$ cat src/rtl/i2cs_pkg.sv
package i2cs_pkg;

  typedef enum logic [2:0] {
    ST_IDLE,
    ST_ADDR,
    ST_ACK,
    ST_RX,
    ST_TX,
    ST_MACK,
    ST_IGNORE
  } bus_state_t;

  // true when the upper seven bits of an address byte name this device
  function automatic logic addr_hit(input logic [7:0] addr_byte, input logic [6:0] dev);
    return addr_byte[7:1] == dev;
  endfunction

endpackage

$ cat src/rtl/i2cs_line_sync.sv
module i2cs_line_sync #(
  parameter int STAGES = 2
) (
  input  logic clk,
  input  logic rst_n,
  input  logic scl_i,
  input  logic sda_i,
  output logic scl_s,
  output logic sda_s,
  output logic scl_rise,
  output logic scl_fall,
  output logic start_evt,
  output logic stop_evt
);
  logic [STAGES-1:0] scl_pipe, sda_pipe;
  logic scl_q, sda_q;

  always_ff @(posedge clk or negedge rst_n) begin
    if (!rst_n) begin
      scl_pipe <= '1;
      sda_pipe <= '1;
      scl_q    <= 1'b1;
      sda_q    <= 1'b1;
    end else begin
      scl_pipe <= {scl_pipe[STAGES-2:0], scl_i};
      sda_pipe <= {sda_pipe[STAGES-2:0], sda_i};
      scl_q    <= scl_pipe[STAGES-1];
      sda_q    <= sda_pipe[STAGES-1];
    end
  end

  assign scl_s     = scl_pipe[STAGES-1];
  assign sda_s     = sda_pipe[STAGES-1];
  assign scl_rise  = scl_s & ~scl_q;
  assign scl_fall  = ~scl_s & scl_q;
  assign start_evt = scl_s & scl_q & sda_q & ~sda_s;
  assign stop_evt  = scl_s & scl_q & ~sda_q & sda_s;

endmodule

$ cat src/rtl/i2cs_regfile.sv
module i2cs_regfile #(
  parameter int AW = 8
) (
  input  logic          clk,
  input  logic          rst_n,
  input  logic [AW-1:0] bus_addr,
  input  logic          bus_we,
  input  logic [7:0]    bus_wdata,
  output logic [7:0]    bus_rdata,
  input  logic [AW-1:0] host_addr,
  input  logic          host_we,
  input  logic [7:0]    host_wdata,
  output logic [7:0]    host_rdata
);
  localparam int DEPTH = 1 << AW;

  logic [7:0] mem [DEPTH];

  // bus side wins a same-cycle collision
  always_ff @(posedge clk) begin
    if (bus_we)
      mem[bus_addr] <= bus_wdata;
    else if (host_we)
      mem[host_addr] <= host_wdata;
  end

  always_ff @(posedge clk or negedge rst_n) begin
    if (!rst_n) host_rdata <= '0;
    else        host_rdata <= mem[host_addr];
  end

  assign bus_rdata = mem[bus_addr];

endmodule

$ cat src/rtl/i2cs_protocol.sv
module i2cs_protocol
  import i2cs_pkg::*;
#(
  parameter logic [6:0] DEV_ADDR = 7'h68,
  parameter int         PTR_W    = 8
) (
  input  logic             clk,
  input  logic             rst_n,
  input  logic             scl_s,
  input  logic             sda_s,
  input  logic             scl_rise,
  input  logic             scl_fall,
  input  logic             start_evt,
  input  logic             stop_evt,
  input  logic [7:0]       mem_rdata,
  output logic [PTR_W-1:0] mem_addr,
  output logic             mem_we,
  output logic [7:0]       mem_wdata,
  output logic             sda_drive_low
);
  function automatic logic [PTR_W-1:0] ptr_next(input logic [PTR_W-1:0] p);
    return p + 1'b1;
  endfunction

  bus_state_t       state;
  logic [2:0]       bit_cnt;
  logic [1:0]       phase;
  logic [7:0]       rx_sh, tx_sh;
  logic             rw, first_byte;
  logic [PTR_W-1:0] ptr;

  // named internal events
  logic [7:0] rx_byte;
  logic       addr_done, rx_done, ptr_load, wr_fire, tx_fetch;

  assign rx_byte   = {rx_sh[6:0], sda_s};
  assign addr_done = (state == ST_ADDR) && scl_rise && (bit_cnt == 3'd7);
  assign rx_done   = (state == ST_RX) && scl_rise && (bit_cnt == 3'd7);
  assign ptr_load  = rx_done && first_byte;
  assign wr_fire   = rx_done && !first_byte;
  assign tx_fetch  = scl_rise && (phase == 2'd1) &&
                     (((state == ST_ACK) && rw) || ((state == ST_MACK) && !sda_s));

  assign mem_addr  = ptr;
  assign mem_we    = wr_fire;
  assign mem_wdata = rx_byte;

  always_ff @(posedge clk or negedge rst_n) begin
    if (!rst_n)                  ptr <= '0;
    else if (ptr_load)           ptr <= rx_byte[PTR_W-1:0];
    else if (wr_fire || tx_fetch) ptr <= ptr_next(ptr);
  end

  always_ff @(posedge clk or negedge rst_n) begin
    if (!rst_n) begin
      state         <= ST_IDLE;
      bit_cnt       <= '0;
      phase         <= '0;
      rx_sh         <= '0;
      tx_sh         <= '0;
      rw            <= 1'b0;
      first_byte    <= 1'b0;
      sda_drive_low <= 1'b0;
    end else if (start_evt) begin
      state         <= ST_ADDR;
      bit_cnt       <= '0;
      sda_drive_low <= 1'b0;
    end else if (stop_evt) begin
      state         <= ST_IDLE;
      sda_drive_low <= 1'b0;
    end else begin
      case (state)
        ST_ADDR: if (scl_rise) begin
          rx_sh   <= rx_byte;
          bit_cnt <= bit_cnt + 3'd1;
          if (bit_cnt == 3'd7) begin
            if (addr_hit(rx_byte, DEV_ADDR)) begin
              state      <= ST_ACK;
              phase      <= 2'd0;
              rw         <= rx_byte[0];
              first_byte <= 1'b1;
            end else begin
              state <= ST_IGNORE;
            end
          end
        end
        ST_ACK: begin
          if (scl_fall && phase == 2'd0) begin
            sda_drive_low <= 1'b1;
            phase         <= 2'd1;
          end else if (scl_rise && phase == 2'd1) begin
            phase <= 2'd2;
            if (rw) tx_sh <= mem_rdata;
          end else if (scl_fall && phase == 2'd2) begin
            bit_cnt <= '0;
            if (rw) begin
              state         <= ST_TX;
              sda_drive_low <= ~tx_sh[7];
            end else begin
              state         <= ST_RX;
              sda_drive_low <= 1'b0;
            end
          end
        end
        ST_RX: if (scl_rise) begin
          rx_sh   <= rx_byte;
          bit_cnt <= bit_cnt + 3'd1;
          if (ptr_load) first_byte <= 1'b0;
          if (bit_cnt == 3'd7) begin
            state <= ST_ACK;
            phase <= 2'd0;
          end
        end
        ST_TX: begin
          if (scl_rise) begin
            bit_cnt <= bit_cnt + 3'd1;
            if (bit_cnt == 3'd7) begin
              state <= ST_MACK;
              phase <= 2'd0;
            end
          end else if (scl_fall) begin
            tx_sh         <= {tx_sh[6:0], 1'b0};
            sda_drive_low <= ~tx_sh[6];
          end
        end
        ST_MACK: begin
          if (scl_fall && phase == 2'd0) begin
            sda_drive_low <= 1'b0;
            phase         <= 2'd1;
          end else if (scl_rise && phase == 2'd1) begin
            if (!sda_s) begin
              tx_sh <= mem_rdata;
              phase <= 2'd2;
            end else begin
              state <= ST_IGNORE;
            end
          end else if (scl_fall && phase == 2'd2) begin
            state         <= ST_TX;
            bit_cnt       <= '0;
            sda_drive_low <= ~tx_sh[7];
          end
        end
        default: ;
      endcase
    end
  end

  // ---------------- assertions ----------------
  assert_foreign_addr_silent_R1: assert property (@(posedge clk) disable iff (!rst_n)
    (addr_done && !addr_hit(rx_byte, DEV_ADDR) && !start_evt && !stop_evt)
      |=> (state == ST_IGNORE) && !sda_drive_low);

  assert_ptr_advance_R4: assert property (@(posedge clk) disable iff (!rst_n)
    wr_fire |=> ptr == ptr_next($past(ptr)));

  assert_ack_held_R5: assert property (@(posedge clk) disable iff (!rst_n)
    (state == ST_ACK && phase != 2'd0) |-> sda_drive_low);

  assert_ignore_released_R7: assert property (@(posedge clk) disable iff (!rst_n)
    (state == ST_IGNORE) |-> !sda_drive_low);

  assert_rstart_keeps_ptr_R8: assert property (@(posedge clk) disable iff (!rst_n)
    start_evt |=> (state == ST_ADDR) && !sda_drive_low && $stable(ptr));

  assert_oe_moves_scl_low_R12: assert property (@(posedge clk) disable iff (!rst_n)
    !$stable(sda_drive_low) |-> !$past(scl_s));

endmodule

$ cat src/rtl/i2c_regptr_slave.sv
module i2c_regptr_slave #(
  parameter logic [6:0] DEV_ADDR    = 7'h68,
  parameter int         PTR_W       = 8,
  parameter int         SYNC_STAGES = 2
) (
  input  logic             clk,
  input  logic             rst_n,
  input  logic             scl_i,
  input  logic             sda_i,
  output logic             sda_oe,
  input  logic [PTR_W-1:0] host_addr,
  input  logic             host_we,
  input  logic [7:0]       host_wdata,
  output logic [7:0]       host_rdata
);
  logic scl_s, sda_s, scl_rise, scl_fall, start_evt, stop_evt;
  logic [PTR_W-1:0] bus_addr;
  logic             bus_we;
  logic [7:0]       bus_wdata, bus_rdata;

  i2cs_line_sync #(.STAGES(SYNC_STAGES)) u_sync (
    .clk(clk), .rst_n(rst_n), .scl_i(scl_i), .sda_i(sda_i),
    .scl_s(scl_s), .sda_s(sda_s), .scl_rise(scl_rise), .scl_fall(scl_fall),
    .start_evt(start_evt), .stop_evt(stop_evt)
  );

  i2cs_protocol #(.DEV_ADDR(DEV_ADDR), .PTR_W(PTR_W)) u_proto (
    .clk(clk), .rst_n(rst_n), .scl_s(scl_s), .sda_s(sda_s),
    .scl_rise(scl_rise), .scl_fall(scl_fall),
    .start_evt(start_evt), .stop_evt(stop_evt),
    .mem_rdata(bus_rdata), .mem_addr(bus_addr), .mem_we(bus_we),
    .mem_wdata(bus_wdata), .sda_drive_low(sda_oe)
  );

  i2cs_regfile #(.AW(PTR_W)) u_regs (
    .clk(clk), .rst_n(rst_n),
    .bus_addr(bus_addr), .bus_we(bus_we), .bus_wdata(bus_wdata), .bus_rdata(bus_rdata),
    .host_addr(host_addr), .host_we(host_we), .host_wdata(host_wdata), .host_rdata(host_rdata)
  );

endmodule

$ cat config.mk
export PLATFORM = sky130hd
export DESIGN_NAME = i2c_regptr_slave
export DESIGN_NICKNAME = d
export VERILOG_FILES = /design/src/rtl/i2cs_pkg.sv /design/src/rtl/i2cs_line_sync.sv /design/src/rtl/i2cs_regfile.sv /design/src/rtl/i2cs_protocol.sv /design/src/rtl/i2c_regptr_slave.sv
export SDC_FILE = /design/constraint.sdc
export NUM_CORES = 2
export LEC_CHECK = 0
export CAP_MARGIN = 10
export CORE_MARGIN = 4
export CORE_UTILIZATION = 55
export DETAILED_ROUTE_END_ITERATION = 12
export HOLD_SLACK_MARGIN = 0.12
export PLACE_DENSITY = 0.77
export SYNTH_ARGS = -nofsm -noshare
export SYNTH_HDL_FRONTEND = slang
export SYNTH_SLANG_ARGS = --single-unit
$ cat constraint.sdc
create_clock -name clk -period 11.7 [get_ports clk]
set_clock_uncertainty 0.15 [all_clocks]
set_input_delay 1.17 -clock clk [delete_from_list [all_inputs] [get_ports clk]]
set_output_delay 1.17 -clock clk [all_outputs]
set_load 0.01 [all_outputs]
==> impl_metrics.yaml <==
outcome:
  status: "completed"
sta:
  finalHoldViolations: 0
  slew_viol_final: 0
  period_share: 0.507
  tns_ps: 0
  worstMarginPinSlew_ps: 1430
  holdWs_ps: 195
  rsz0062_at_grt: "no"
  period_needed_ps: 5940
  finalSetupViolCount: 0
  slew_headroom: 0.0423
  timing.fmax_mhz: 168
clocking:
  cts_tree: "built"
  numCtsBuffers: 207
  cts_sinks: 2096
  clock_path_buffers: 3
  path_clk_slew_ps: 70
  postCtsSetupBuffers: 0
  clk_latency_ps: 900
  ctsHtreeMaxLevel: 4
  clockRootBuffer: "clkbuf_16"
pwr:
  p_seq_frac: 0.437
  power.leakage_nw: 32.5
  peakVddDrop_v: 0.000185
  power.density_nw_per_um2: 186
  switching_power_mw: 5.72
  comb_power_share: 0.225
  p_int_mw: 14.4
  swShare: 0.284
  pwr-share-clk: 0.339
hold_path:
  hold_path_class: "register to register"
  hp-start: "u_sync.scl_pipe[0]"
critical_path:
  cp_max_fo: 39
  endpoint_kind: "register"
  cp_data_arrival_time_ps: 6260
  startpoint: "u_proto.mem_addr[3]"
  path_buf_inv: 2
  critPathLaunchType: "register"
  crit_top_cell: "buf_4"
  cpPeakStageDelay_ps: 940
  path_cells: "buf_4 -> nand2_1 -> o21ai_1 -> nand3_1 -> buf_4 -> nor2_1"
  crit_slowest_cell: "nor2_1"
  rr_startpoint: "u_proto.mem_addr[3]"
  required_ps: 12020
  path_class: "register to register"
  path_delay_family: "simple AND/OR/NAND/NOR gates"
final_layout:
  final_nets: 5221
  fin_util: 0.612
  fillCellCount: 11993
  multi_input_area_um2: 33700
  regArea_um2: 62700
  area_growth_pct: 9.99
  drive_above_1_share: 0.292
die:
  rows: 154
  die_area_um2: 186000
  start_util: 0.556
  core_area_um2: 177000
  fp.dieH_um: 431
  io_pins: 30
  dieWidth_um: 431
drt:
  first_pass_iters: 7
  vias: 59595
  routed_wl_mm: 301
  antenna_left: 0
  wire_per_inst_um: 38.9
  viasPerCell: 7.72
  drt_iter0_markers: 10823
  drc: 0
synthesis:
  syn-num-nets: 5242
  synth.avg_cell_area_um2: 18.9
  ys_types: 70
  netlist_area_um2: 98300
  synth.ff_latch_count: 2096
  synth-edff-count: 2048
  yosysWarnings: 0
  netlist_instances: 5217
  async_flop_share: 0.0229
  seq_area_frac_synth: 0.638
  ys.flop_type: "edfxtp_1"
placement:
  placement.io_buffers: 29
  routabilityCongestion: 1.01
  dpl.hpwl_mm: 182
grt:
  antenna_found_initial: 19
  grt_pass1_wl_mm: 428
  grt_usage: 0.325
  grt_max_degree: 117
  grt_overflow_total: 0
  grt_pass1_vias: 58212
flow_run:
  drv_cap: 0
==> Yosys cell counts, types with 4 or more instances <==
| master | count | area, um2 |
|---|---|---|
| o21ai_1 | 11 | 55.1 |
| nand2b_1 | 13 | 81.3 |
| edfxtp_1 | 2048 | 61500 |
| nand3_1 | 37 | 185 |
| a31oi_1 | 19 | 119 |
| or4_1 | 9 | 67.6 |
| a211oi_1 | 41 | 308 |
| nor3_1 | 35 | 175 |
| dfrtp_1 | 42 | 1050 |
| o21ai_0 | 74 | 370 |
| mux4_2 | 1002 | 22600 |
| nand4_1 | 13 | 81.3 |
| a41oi_1 | 5 | 43.8 |
| a311oi_1 | 5 | 43.8 |
| o211ai_1 | 10 | 75.1 |
| a221oi_1 | 12 | 105 |
| or3_1 | 6 | 37.5 |
| o22ai_1 | 88 | 551 |
| nor2b_1 | 18 | 113 |
| a22oi_1 | 111 | 833 |
| xnor2_1 | 4 | 35.0 |
| o221a_2 | 5 | 56.3 |
| and2_1 | 10 | 62.6 |
| o221ai_1 | 116 | 1020 |
| dfstp_2 | 6 | 158 |
| nor4_1 | 6 | 37.5 |
| a211o_1 | 13 | 114 |
| mux2_2 | 40 | 450 |
| ha_1 | 4 | 50.1 |
| buf_1 | 47 | 176 |
| nor2_1 | 335 | 1260 |
| a21oi_1 | 154 | 771 |
| buf_4 | 44 | 330 |
| buf_2 | 91 | 455 |
| inv_1 | 12 | 45.0 |
| or2_2 | 4 | 25.0 |
| buf_6 | 9 | 101 |
| o22a_1 | 7 | 61.3 |
| mux2i_1 | 302 | 3020 |
| clkbuf_1 | 240 | 901 |
| and3_1 | 5 | 31.3 |
| nand2_1 | 115 | 432 |
| nand3b_1 | 7 | 52.6 |
==> per-stage QoR <==
step | cell area (um2) | total power, mW | std cells | worst slack [ps]
2_1_floorplan | 98300 | 12.3 | 5217 | 5740
3_3_place_gp | 101000 | 13.3 | 7315 | 5610
3_5_place_dp | 101000 | 13.4 | 7316 | 5540
4_1_cts | 108000 | 20.1 | 7700 | 6210
5_1_grt | 108000 | 20.7 | 7715 | 5970
6_report | 108000 | 20.2 | 7724 | 5760
==> registers in the layout (all words and copies together), names as in the netlist <==
register / flops
u_proto.bit_cnt: 3
u_proto.first_byte: 1
u_proto.mem_addr: 8
u_proto.phase: 2
u_proto.rw: 1
u_proto.rx_sh: 7
u_proto.sda_drive_low: 1
u_proto.state: 3
u_proto.tx_sh: 8
u_regs.host_rdata: 8
u_regs.mem: 2048
u_sync.scl_pipe: 2
u_sync.scl_q: 1
u_sync.sda_pipe: 2
u_sync.sda_q: 1
==> area by class of cell <==
class | instances | share of cell area
Multi-Input combinational cell | 2674 | 0.312
Timing Repair Buffer | 201 | 0.0163
Tap cell | 2340 | 0.0271
Clock buffer | 245 | 0.0501
Sequential cell | 2096 | 0.580
Inverter | 16 | 0.000602
Clock inverter | 138 | 0.0138
Antenna cell | 14 | 0.000324
==> logic make-up (layout without fill, tap and decap cells) <==
family / after synthesis / after routing / share of synthesized area
other: 0 / 14 / 0
adder cells (fa/ha/maj): 4 / 4 / 0.000509
flip-flops: 2096 / 2096 / 0.638
buffers and inverters: 447 / 600 / 0.0206
AND/OR/NAND/NOR: 623 / 623 / 0.0277
AO/OA/AOI/OAI: 698 / 698 / 0.0483
multiplexers: 1344 / 1344 / 0.265
XOR/XNOR: 5 / 5 / 0.000445
==> worst paths after layout <==
| kind | endpoint | slack [ps] | depth (start not counted) |
|---|---|---|---|
| max in group asynchronous | u_proto.mem_addr[0] | 10010 | 3 |
| min in group asynchronous | u_proto.bit_cnt[1] | 490 | 2 |
| max | u_regs.mem[59][1] | 5760 | 6 |
| max reg2reg | u_regs.mem[59][1] | 5760 | 6 |
| min reg2reg | u_sync.scl_pipe[1] | 190 | 0 |
| min | u_sync.scl_pipe[1] | 190 | 0 |
==> power groups by stage <==
stage | clock network [mW] | registers [mW] | logic, mW
floorplan | 0 | 8.97 | 3.31
finish | 6.82 | 8.80 | 4.53
global route | 7.17 | 8.80 | 4.72
CTS | 6.84 | 8.79 | 4.44
detailed placement | 0 | 8.95 | 4.41
global placement | 0 | 8.94 | 4.35
==> metal layers <==
metal,part of all wire,GRT usage,wire length (um)
met2,0.45,0.470,134000
met1,0.33,0.432,99500
met3,0.15,0.115,46300
met5,0.00058,0.00442,173
met4,0.068,0.184,20300
==> what timing repair did <==
item,CTS,global route
resized for setup,0,0
hold buffers,1,0
endpoints found under the hold margin,5,0
==> placed cells by master (no fill, tap or decap), types with 8 or more instances in the layout <==
| cell | n |
|---|---|
| nand4_1 | 13 |
| mux2_2 | 40 |
| a31oi_1 | 18 |
| nor2b_1 | 12 |
| a211o_1 | 13 |
| a22oi_1 | 111 |
| clkbuf_1 | 33 |
| clkbuf_16 | 212 |
| clkinv_1 | 46 |
| o211ai_1 | 10 |
| mux2i_1 | 302 |
| and2_1 | 10 |
| nor3_1 | 35 |
| buf_12 | 9 |
| a211oi_1 | 41 |
| clkdlybuf4s50_1 | 24 |
| o221ai_1 | 116 |
| clkinv_2 | 38 |
| o22ai_1 | 88 |
| a221oi_1 | 12 |
| diode_2 | 14 |
| edfxtp_1 | 2048 |
| inv_1 | 12 |
| mux4_2 | 1002 |
| bufinv_16 | 24 |
| a21oi_1 | 154 |
| o21ai_1 | 10 |
| nand3_1 | 37 |
| clkinvlp_4 | 13 |
| o21ai_0 | 74 |
| buf_4 | 153 |
| buf_6 | 8 |
| nor2_1 | 332 |
| nand2_1 | 106 |
| dfrtp_1 | 38 |
| or4_1 | 9 |
| nand2b_1 | 12 |
| nand2_4 | 8 |
Power figures use the tool's default switching activity.
